===== config.mk =====
export PLATFORM = sky130hd
export DESIGN_NAME = nor_cmd_decoder
export DESIGN_NICKNAME = d
export VERILOG_FILES = /design/src/rtl/nor_cmd_pkg.sv /design/src/rtl/nor_cmd_match.sv /design/src/rtl/nor_cmd_fsm.sv /design/src/rtl/nor_cmd_decoder.sv
export SDC_FILE = /design/constraint.sdc
export NUM_CORES = 1
export LEC_CHECK = 0
export BUFFER_PORTS_ARGS = -buffer_cell sky130_fd_sc_hd__buf_2
export CAP_MARGIN = 20
export CORE_MARGIN = 10
export CORE_UTILIZATION = 50
export CTS_CLUSTER_DIAMETER = 30
export DETAILED_ROUTE_END_ITERATION = 6
export PLACE_DENSITY = 0.82
export RECOVER_POWER = 25
export SLEW_MARGIN = 20
export SYNTH_ARGS = -nofsm -noshare
export SYNTH_HDL_FRONTEND = slang
export SYNTH_SLANG_ARGS = --single-unit
export TNS_END_PERCENT = 1

===== constraint.sdc =====
create_clock -name clk -period 5.31 [get_ports clk]
set_clock_uncertainty 0.15 [all_clocks]
set_input_delay 1.062 -clock clk [delete_from_list [all_inputs] [get_ports clk]]
set_output_delay 1.062 -clock clk [all_outputs]
set_load 0.02 [all_outputs]

===== src/rtl/nor_cmd_pkg.sv =====
package nor_cmd_pkg;
    localparam int CMD_AW = 15;
    localparam logic [CMD_AW-1:0] UNLOCK_ADDR_A = 15'h5555;
    localparam logic [CMD_AW-1:0] UNLOCK_ADDR_B = 15'h2AAA;
    localparam logic [7:0] KEY_A      = 8'hAA;
    localparam logic [7:0] KEY_B      = 8'h55;
    localparam logic [7:0] CMD_PROG   = 8'hA0;
    localparam logic [7:0] CMD_ERASE  = 8'h80;
    localparam logic [7:0] CMD_ID     = 8'h90;
    localparam logic [7:0] CMD_QUERY  = 8'h98;
    localparam logic [7:0] CMD_EXIT   = 8'hF0;
    localparam logic [7:0] ERASE_CHIP = 8'h10;
    localparam logic [7:0] ERASE_SECT = 8'h30;
    localparam logic [7:0] ERASE_BLK  = 8'h50;

    typedef enum logic [2:0] {
        OP_NONE   = 3'd0,
        OP_PROG   = 3'd1,
        OP_SECTOR = 3'd2,
        OP_BLOCK  = 3'd3,
        OP_CHIP   = 3'd4
    } op_e;

    typedef enum logic [1:0] {
        RM_ARRAY = 2'd0,
        RM_ID    = 2'd1,
        RM_QUERY = 2'd2
    } rmode_e;

    typedef enum logic [2:0] {
        S_IDLE, S_KEY1, S_KEY2, S_PDATA, S_ERA3, S_ERA4, S_ERA5
    } seq_e;

    typedef struct packed {
        logic key_a;
        logic key_b;
        logic at_a;
        logic exit_byte;
    } match_t;
endpackage


===== src/rtl/nor_cmd_match.sv =====
module nor_cmd_match
    import nor_cmd_pkg::*;
(
    input  logic [CMD_AW-1:0] addr_lo,
    input  logic [7:0]        data,
    output match_t            hit
);
    logic at_a, at_b;

    always_comb begin
        at_a          = (addr_lo == UNLOCK_ADDR_A);
        at_b          = (addr_lo == UNLOCK_ADDR_B);
        hit.at_a      = at_a;
        hit.key_a     = at_a && (data == KEY_A);
        hit.key_b     = at_b && (data == KEY_B);
        hit.exit_byte = (data == CMD_EXIT);
    end
endmodule


===== src/rtl/nor_cmd_fsm.sv =====
module nor_cmd_fsm
    import nor_cmd_pkg::*;
#(
    parameter int ADDR_W    = 21,
    parameter int SECT_BITS = 12,
    parameter int BLK_BITS  = 16
) (
    input  logic              clk,
    input  logic              rst,
    input  logic              wr_fire,
    input  logic [ADDR_W-1:0] wr_addr,
    input  logic [7:0]        wr_data,
    input  match_t            hit,
    output logic              start,
    output op_e               op_code,
    output logic [ADDR_W-1:0] op_addr,
    output logic [7:0]        op_data,
    output rmode_e            read_mode
);
    localparam logic [ADDR_W-1:0] SECT_MASK = {ADDR_W{1'b1}} << SECT_BITS;
    localparam logic [ADDR_W-1:0] BLK_MASK  = {ADDR_W{1'b1}} << BLK_BITS;

    seq_e              st_q, st_nx;
    rmode_e            mode_q, mode_nx;
    logic              go_nx;
    op_e               op_nx;
    logic [ADDR_W-1:0] addr_nx;

    always_comb begin
        st_nx   = st_q;
        mode_nx = mode_q;
        go_nx   = 1'b0;
        op_nx   = OP_NONE;
        addr_nx = '0;
        if (wr_fire) begin
            if (st_q == S_PDATA) begin
                st_nx   = S_IDLE;
                go_nx   = 1'b1;
                op_nx   = OP_PROG;
                addr_nx = wr_addr;
            end else if (hit.exit_byte) begin
                st_nx   = S_IDLE;
                mode_nx = RM_ARRAY;
            end else begin
                st_nx = S_IDLE;
                unique case (st_q)
                    S_IDLE: if (hit.key_a) st_nx = S_KEY1;
                    S_KEY1: if (hit.key_b) st_nx = S_KEY2;
                    S_KEY2: begin
                        if (hit.at_a) begin
                            case (wr_data)
                                CMD_PROG:  st_nx   = S_PDATA;
                                CMD_ERASE: st_nx   = S_ERA3;
                                CMD_ID:    mode_nx = RM_ID;
                                CMD_QUERY: mode_nx = RM_QUERY;
                                default:   st_nx   = S_IDLE;
                            endcase
                        end
                    end
                    S_ERA3: if (hit.key_a) st_nx = S_ERA4;
                    S_ERA4: if (hit.key_b) st_nx = S_ERA5;
                    S_ERA5: begin
                        if (wr_data == ERASE_CHIP && hit.at_a) begin
                            go_nx = 1'b1;
                            op_nx = OP_CHIP;
                        end else if (wr_data == ERASE_SECT) begin
                            go_nx   = 1'b1;
                            op_nx   = OP_SECTOR;
                            addr_nx = wr_addr & SECT_MASK;
                        end else if (wr_data == ERASE_BLK) begin
                            go_nx   = 1'b1;
                            op_nx   = OP_BLOCK;
                            addr_nx = wr_addr & BLK_MASK;
                        end
                    end
                    default: st_nx = S_IDLE;
                endcase
            end
        end
    end

    // state register
    always_ff @(posedge clk) begin
        if (rst) begin
            st_q   <= S_IDLE;
            mode_q <= RM_ARRAY;
        end else begin
            st_q   <= st_nx;
            mode_q <= mode_nx;
        end
    end

    // output register
    always_ff @(posedge clk) begin
        if (rst) begin
            start   <= 1'b0;
            op_code <= OP_NONE;
            op_addr <= '0;
            op_data <= '0;
        end else begin
            start <= go_nx;
            if (go_nx) begin
                op_code <= op_nx;
                op_addr <= addr_nx;
                op_data <= wr_data;
            end
        end
    end

    assign read_mode = mode_q;
endmodule


===== src/rtl/nor_cmd_decoder.sv =====
module nor_cmd_decoder
    import nor_cmd_pkg::*;
#(
    parameter int ADDR_W    = 21,
    parameter int SECT_BITS = 12,
    parameter int BLK_BITS  = 16
) (
    input  logic              clk,
    input  logic              rst,
    input  logic              wr_en,
    input  logic [ADDR_W-1:0] wr_addr,
    input  logic [7:0]        wr_data,
    input  logic              busy,
    output logic              start,
    output logic [2:0]        op_code,
    output logic [ADDR_W-1:0] op_addr,
    output logic [7:0]        op_data,
    output logic [1:0]        read_mode
);
    match_t hit;
    op_e    op_w;
    rmode_e mode_w;

    nor_cmd_match u_match (
        .addr_lo (wr_addr[CMD_AW-1:0]),
        .data    (wr_data),
        .hit     (hit)
    );

    nor_cmd_fsm #(
        .ADDR_W    (ADDR_W),
        .SECT_BITS (SECT_BITS),
        .BLK_BITS  (BLK_BITS)
    ) u_fsm (
        .clk       (clk),
        .rst       (rst),
        .wr_fire   (wr_en && !busy),
        .wr_addr   (wr_addr),
        .wr_data   (wr_data),
        .hit       (hit),
        .start     (start),
        .op_code   (op_w),
        .op_addr   (op_addr),
        .op_data   (op_data),
        .read_mode (mode_w)
    );

    assign op_code   = op_w;
    assign read_mode = mode_w;
endmodule


Word-level counts from Yosys, hierarchy flattened:

Index checks and enable logic that the tools add are counted.

* bitwise logic cells: 1
* eq/ne operators: 18
* reduce and logical (&&, ||, !) cells: 10
* multiplexer cells: 34

Operator list (number)
* 2-to-1 mux 21 bit: 7
* == test 8 bit, second input constant: 6
* 2-to-1 mux 3 bit: 11
* == test 8 x 7 -> 1 bit, second input constant: 2
* == test 15 x 14 -> 1 bit, second input constant: 1
* == test 15 bit, second input constant: 1
* case mux 3 bit (5 select lines): 1
* 2-to-1 mux 2 bit: 5
* == test 3 bit, second input constant: 3
* == test 8 x 5 -> 1 bit, second input constant: 1
* == test 8 x 6 -> 1 bit, second input constant: 1
* 2-to-1 mux 1 bit: 8
* == test 3 x 2 -> 1 bit, second input constant: 2
* case mux 3 bit (2 select lines): 1
* AND reduction 5 bit: 1
* logical AND 1 bit: 4
* case mux 2 bit (2 select lines): 1
* nonzero test 2 bit: 2
* == test 3 x 1 -> 1 bit, second input constant: 1
* zero test 3 bit: 1
* nonzero test 3 bit: 1
* zero test 1 bit: 1
* inverter 1 bit: 1

* register bits: 38
* bits of input ports: 33

Logic depth before layout (Yosys ltp):

* depth in word-level cells: 8
* gate-level depth with buffers: 8
* gate-level depth less buffers: 5

By module:

A second synthesis with hierarchy kept.

* cells, all modules: 201
* area total of the unflattened synthesis: 1774.2 um^2

By module, submodules not included
* nor_cmd_fsm: area each 1604.0 um^2, sequential area each 760.7 um^2, cells each 178, instances 1
* nor_cmd_match: area each 156.4 um^2, sequential area each 0.0 um^2, cells each 22, instances 1
* nor_cmd_decoder: area each 13.8 um^2, sequential area each 0.0 um^2, cells each 1, instances 1

Worst setup path before layout:

OpenSTA, ideal clock, no wires.

* kind: input port to flip-flop
* from: input port wr_data[0]
* to: register u_fsm.op_addr[10]
* stages: 7
* data arrival time: 2675 ps
* path slack: 2368 ps
* data required time: 5043 ps
* cells stage by stage: or4_4 -> nor4_4 -> o211a_1 -> buf_4 -> nor3_2 -> buf_6 -> a22o_1

* word-level cells in the longest chain between the ends: 8
* elaborated cells between the ends (all ways): 18
* those cells by class: eq/ne: 4; mux: 13; reduce/logical: 1

RTL lines
* from (decl): RTL line nor_cmd_decoder.sv:12 `input logic [7:0] wr_data,`
* == test 8 x 7 -> 1 bit: RTL line nor_cmd_fsm.sv:70 `end else if (wr_data == ERASE_BLK) begin`
* 2-to-1 mux 1 bit: RTL line nor_cmd_fsm.sv:70
* 2-to-1 mux 1 bit: RTL line nor_cmd_fsm.sv:66 `end else if (wr_data == ERASE_SECT) begin`
* 2-to-1 mux 1 bit: RTL line nor_cmd_fsm.sv:63 `if (wr_data == ERASE_CHIP && hit.at_a) begin`
* 2-to-1 mux 1 bit: RTL line nor_cmd_fsm.sv:46 `unique case (st_q)`
* 2-to-1 mux 1 bit: RTL line nor_cmd_fsm.sv:41 `end else if (hit.exit_byte) begin`
* 2-to-1 mux 1 bit: RTL line nor_cmd_fsm.sv:36 `if (st_q == S_PDATA) begin`
* 2-to-1 mux 1 bit: RTL line nor_cmd_fsm.sv:35 `if (wr_fire) begin`
* to (signal assigned): RTL line nor_cmd_fsm.sv:104 `op_addr <= addr_nx;`
* to (decl): RTL line nor_cmd_fsm.sv:16 `output logic [ADDR_W-1:0] op_addr,`

Parallel ways exist; a longest one is shown, timed or not.
A chain may end at the register's enable or synchronous reset.

Worst setup path in the final report:

* from: input port wr_data[0]
* to: register u_fsm.op_code[1]

* word-level cells in the longest chain between the ends: 8
* elaborated cells between the ends (all ways): 19
* those cells by class: eq/ne: 4; mux: 14; reduce/logical: 1

RTL lines
* == test 8 x 7 -> 1 bit: RTL line nor_cmd_fsm.sv:70
* 2-to-1 mux 2 bit / 2-to-1 mux 1 bit (equally long branches): RTL line nor_cmd_fsm.sv:70
* 2-to-1 mux 3 bit / 2-to-1 mux 1 bit (equally long branches): RTL line nor_cmd_fsm.sv:66
* 2-to-1 mux 3 bit / 2-to-1 mux 1 bit (equally long branches): RTL line nor_cmd_fsm.sv:63
* 2-to-1 mux 3 bit / 2-to-1 mux 1 bit (equally long branches): RTL line nor_cmd_fsm.sv:46
* 2-to-1 mux 3 bit / 2-to-1 mux 1 bit (equally long branches): RTL line nor_cmd_fsm.sv:41
* 2-to-1 mux 3 bit / 2-to-1 mux 1 bit (equally long branches): RTL line nor_cmd_fsm.sv:36
* 2-to-1 mux 3 bit / 2-to-1 mux 1 bit (equally long branches): RTL line nor_cmd_fsm.sv:35
* to (signal assigned): RTL line nor_cmd_fsm.sv:103 `op_code <= op_nx;`
* to (decl): RTL line nor_cmd_fsm.sv:15 `output op_e op_code,`

Parallel ways exist; a longest one is shown, timed or not.

==> results.txt <==
Across all register-to-register paths, the minimum setup slack is 2.94 ns. The width of the die is 79.1 um. The number of synthesized flops with an enable pin is 0. The kind of cell with the highest combined delay along the critical path is simple AND/OR/NAND/NOR gates. The slowest library cell on the worst path is or4_4. IR analysis of the VDD net gives a maximum drop of 0.133 mV. The detailed placer's ending HPWL is 3900 um. The final count of pins violating max slew was 0. The total setup violations reported at the end of the flow came out at 0. The required time reported for the critical path endpoint is 5.41 ns. The I/O pin total is 68. The critical path buffer and inverter count came out at 1. The filler cell count in the final layout is 324. The static leakage power is 0.000817 uW. The final-layout worst hold slack came out at 0.324 ns. Static timing analysis puts the maximum clock frequency at 339 MHz. Leaving out fill and tap cells, the most frequent cell in the layout is buf_2. The synthesis warning total is 0.

In this run the worst hold path is classified as reg -> reg. For this design, the CTS-stage hold fixing added 0 buffers. In this run the critical register-to-register path is captured at u_fsm.op_addr[6].

The share of cells above drive strength 1 came out at 22.6%. The library cells used most frequently in the layout, excluding fill and tap cells, are 49 x buf_2, 38 x dfxtp_1, 20 x o21ai_0, 20 x clkbuf_1, 19 x nand2_1. The maximum level of the CTS H-tree came out at 2. The buffer levels on the longest clock path came out at 2. The violation count after the first detailed-route iteration came out at 140.

Traced cell by cell, the critical path runs through buf_2, or4_4, nor4_4, o211a_1, nor2_1, a32o_1. The sum of negative setup slack came out at 0 ns. The number of antenna diodes in the final layout is 0. Setup repair after global routing left no endpoint under its margin. TritonCTS built the clock tree.

In this run the worst setup path terminates at u_fsm.op_code[1]. The endpoint kind of the worst setup timing path is a flop. In this run the number of cells on the critical path is 6.

Routability-driven placement finished with a final weighted congestion of 0.849. After the last flow step, the layout net total stands at 298. The kind of start point of the critical path is an input port.

The maximum single-stage delay on the critical path is 0.57 ns. The arrival time of the worst setup path is 3.04 ns. For this run, global-route usage on met1 was measured as 19.6%. The die is 79.1 um tall.

Input and output buffers added on the ports amount to 67. When the netlist entered floorplanning its net count stood at 236. The clock latency reported for the late side of the worst-skew pair is 0.34 ns.

For met2 alone, demand over resource in global routing was 23.5%. The number of buffers added for setup after CTS came out at 0. The normalized max-slew margin came out at 48.1%. At the pin with the least slew margin, the transition time is 0.774 ns. The shortest clock period the worst path allows after layout came out at 2.95 ns. Power spread over the standard cell area amounts to 241 mW/mm^2. The relative area change from synthesis to final layout is 22.5%. The worst register-to-register path begins at u_fsm.st_q[1]. After layout, the design draws a total of 517 uW.

The number of antenna violations at the first check in global routing is 0. The first-pass GRT wire length came out at 8170 um. The standard cell core area came out at 0.00336 sq mm. Dividing the detail-routed wire length by the instance count gives 16.2 um. The mapped cell area came out at 0.00175 sq mm. The residual DRC count is 0. The synthesized area per cell is 8.62 sq um. For this configuration, the core starts out at a cell density of 52.0%.

The detailed-routing iteration count for the pre-antenna-repair pass is 4. After global routing the overflow that remains totals 0. The clock net in this run drives a total of 38 sinks.

The critical path starts at wr_data[0]. The maximum fanout encountered on the critical timing path is 11. The flow ran to the end, and the final reports show no timing, DRC or antenna violations. The TritonCTS buffer count came out at 5. For met3 alone, demand over resource in global routing was 7.43%.

The post-route core utilization is 63.7%. Of the available clock period, the critical path in the final layout requires 55.5%. The cell count of the worst reg-to-reg path came out at 4. The number of maximum-capacitance constraint violations is 0. For this block, the via count after detailed routing is 1792.

Among all flip-flop cells after synthesis, the most frequent one is dfxtp_1. The number of core rows is 21. The total of cells resized after clock tree synthesis is 0. The count of mapped cells out of synthesis is 203.

Counting flops and latches in the post-synthesis netlist gives 38. Entering global routing, the biggest net connects 24 pins. The share of synthesized area occupied by flip-flops and latches is 43.5%.

The distinct cell type count after synthesis came out at 38. The total count of hold-check failures in the final report is 0. The critical path is of the in -> reg type. The clock-pin slew on the worst setup and hold paths is 0.11 ns. The die covers 0.00626 sq mm. The via-per-instance ratio came out at 5.74.

After detailed routing, the total wire length is 5060 um. The via count of the first global-routing pass is 1723. The library cell used as clock root buffer is clkbuf_4. The global-route total usage across every layer is 15.8%. The count of nets left with antenna violations after detail routing came out at 0. For this run, asynchronously set or reset flops after synthesis account for 0%. The number of cells after detailed placement came out at 304.

The non-filler instance count after layout came out at 312. The routing layer with the top usage in global route is met2.
[where the power goes]
| group | internal, uW | switching (uW) |
|---|---|---|
| Sequential | 285 | 0.000000779 |
| Clock | 99.9 | 94.7 |
| Combinational | 14.5 | 23.3 |
| Total | 399 | 118 |
[through the flow]
step	worst slack, ns	instance area, sq um
2_1_floorplan	2.37	1750
3_3_place_gp	2.07	2090
3_5_place_dp	2.01	2090
4_1_cts	2.37	2160
5_1_grt	2.28	2140
6_report	2.36	2140
[logic make-up after synthesis]
logic type / after synthesis / synth area share [%]
xor gates and xnor gates: 1 / 0.501
and+or+nand+nor: 90 / 30.8
AOI/OAI and AO/OA: 58 / 21.1
buffers and inverters: 16 / 4.08
DFF: 38 / 43.5
[worst register-to-register path, cell delays in order (launching register included)]
cell and delay [ns]:
dfxtp_1 0.49, nand3b_1 0.28, or2_2 0.53, nor2_1 0.64, a22o_1 0.23
[sequential cells by signal, summed over array words and instances (netlist names)]
register,count
u_fsm.op_addr,21
u_fsm.op_data,8
u_fsm.op_code,3
u_fsm.st_q,3
u_fsm.read_mode,2
u_fsm.start,1
[synthesized netlist by cell type, types with 2 or more instances]
master	n	area, sq um
nand3_1	11	55.1
nand4_1	12	75.1
inv_1	2	7.51
o211ai_1	2	15.0
nand2b_1	3	18.8
and4b_1	2	20.0
nor3_1	7	35.0
o21ai_0	20	100
nor4bb_1	4	40.0
nor2_1	10	37.5
o2bb2ai_1	2	17.5
nor2b_1	2	12.5
clkbuf_1	11	41.3
nor3b_1	2	15.0
nand4b_1	3	26.3
dfxtp_1	38	761
nand3b_1	2	15.0
nand2_1	19	71.3
a22oi_1	2	15.0
nor4b_1	4	35.0
a21oi_1	15	75.1
a22o_1	12	105
nor4_1	3	18.8
[layout make-up]
class | instances | area [sq um] | share of cell area [%]
repair buffers | 68 | 320 | 15.0
flip-flops and latches | 38 | 761 | 35.5
clock inverters | 1 | 30.0 | 1.40
well taps | 46 | 57.6 | 2.69
clock buffers | 7 | 45.0 | 2.10
inverters | 3 | 11.3 | 0.526
multi-input cells | 149 | 917 | 42.8
[layer usage]
metal | vias up | wire, um
met3 | 6 | 544
met4 | 0 | 48
met1 | 825 | 2230
met2 | 69 | 2240
met5 | - | 0
li1 | 892 | -
[how the worst min path moves through the flow]
stage / startpoint / to / cells past startpoint
floorplan: u_fsm.st_q[0] / u_fsm.st_q[0] / 2
global placement: u_fsm.op_data[7] / u_fsm.op_data[7] / 2
detailed placement: u_fsm.op_addr[1] / u_fsm.op_addr[1] / 1
CTS: u_fsm.op_data[4] / u_fsm.op_data[4] / 2
global route: u_fsm.op_data[4] / u_fsm.op_data[4] / 2
finish: u_fsm.op_data[1] / u_fsm.op_data[1] / 2
Power figures use the tool's default switching activity.
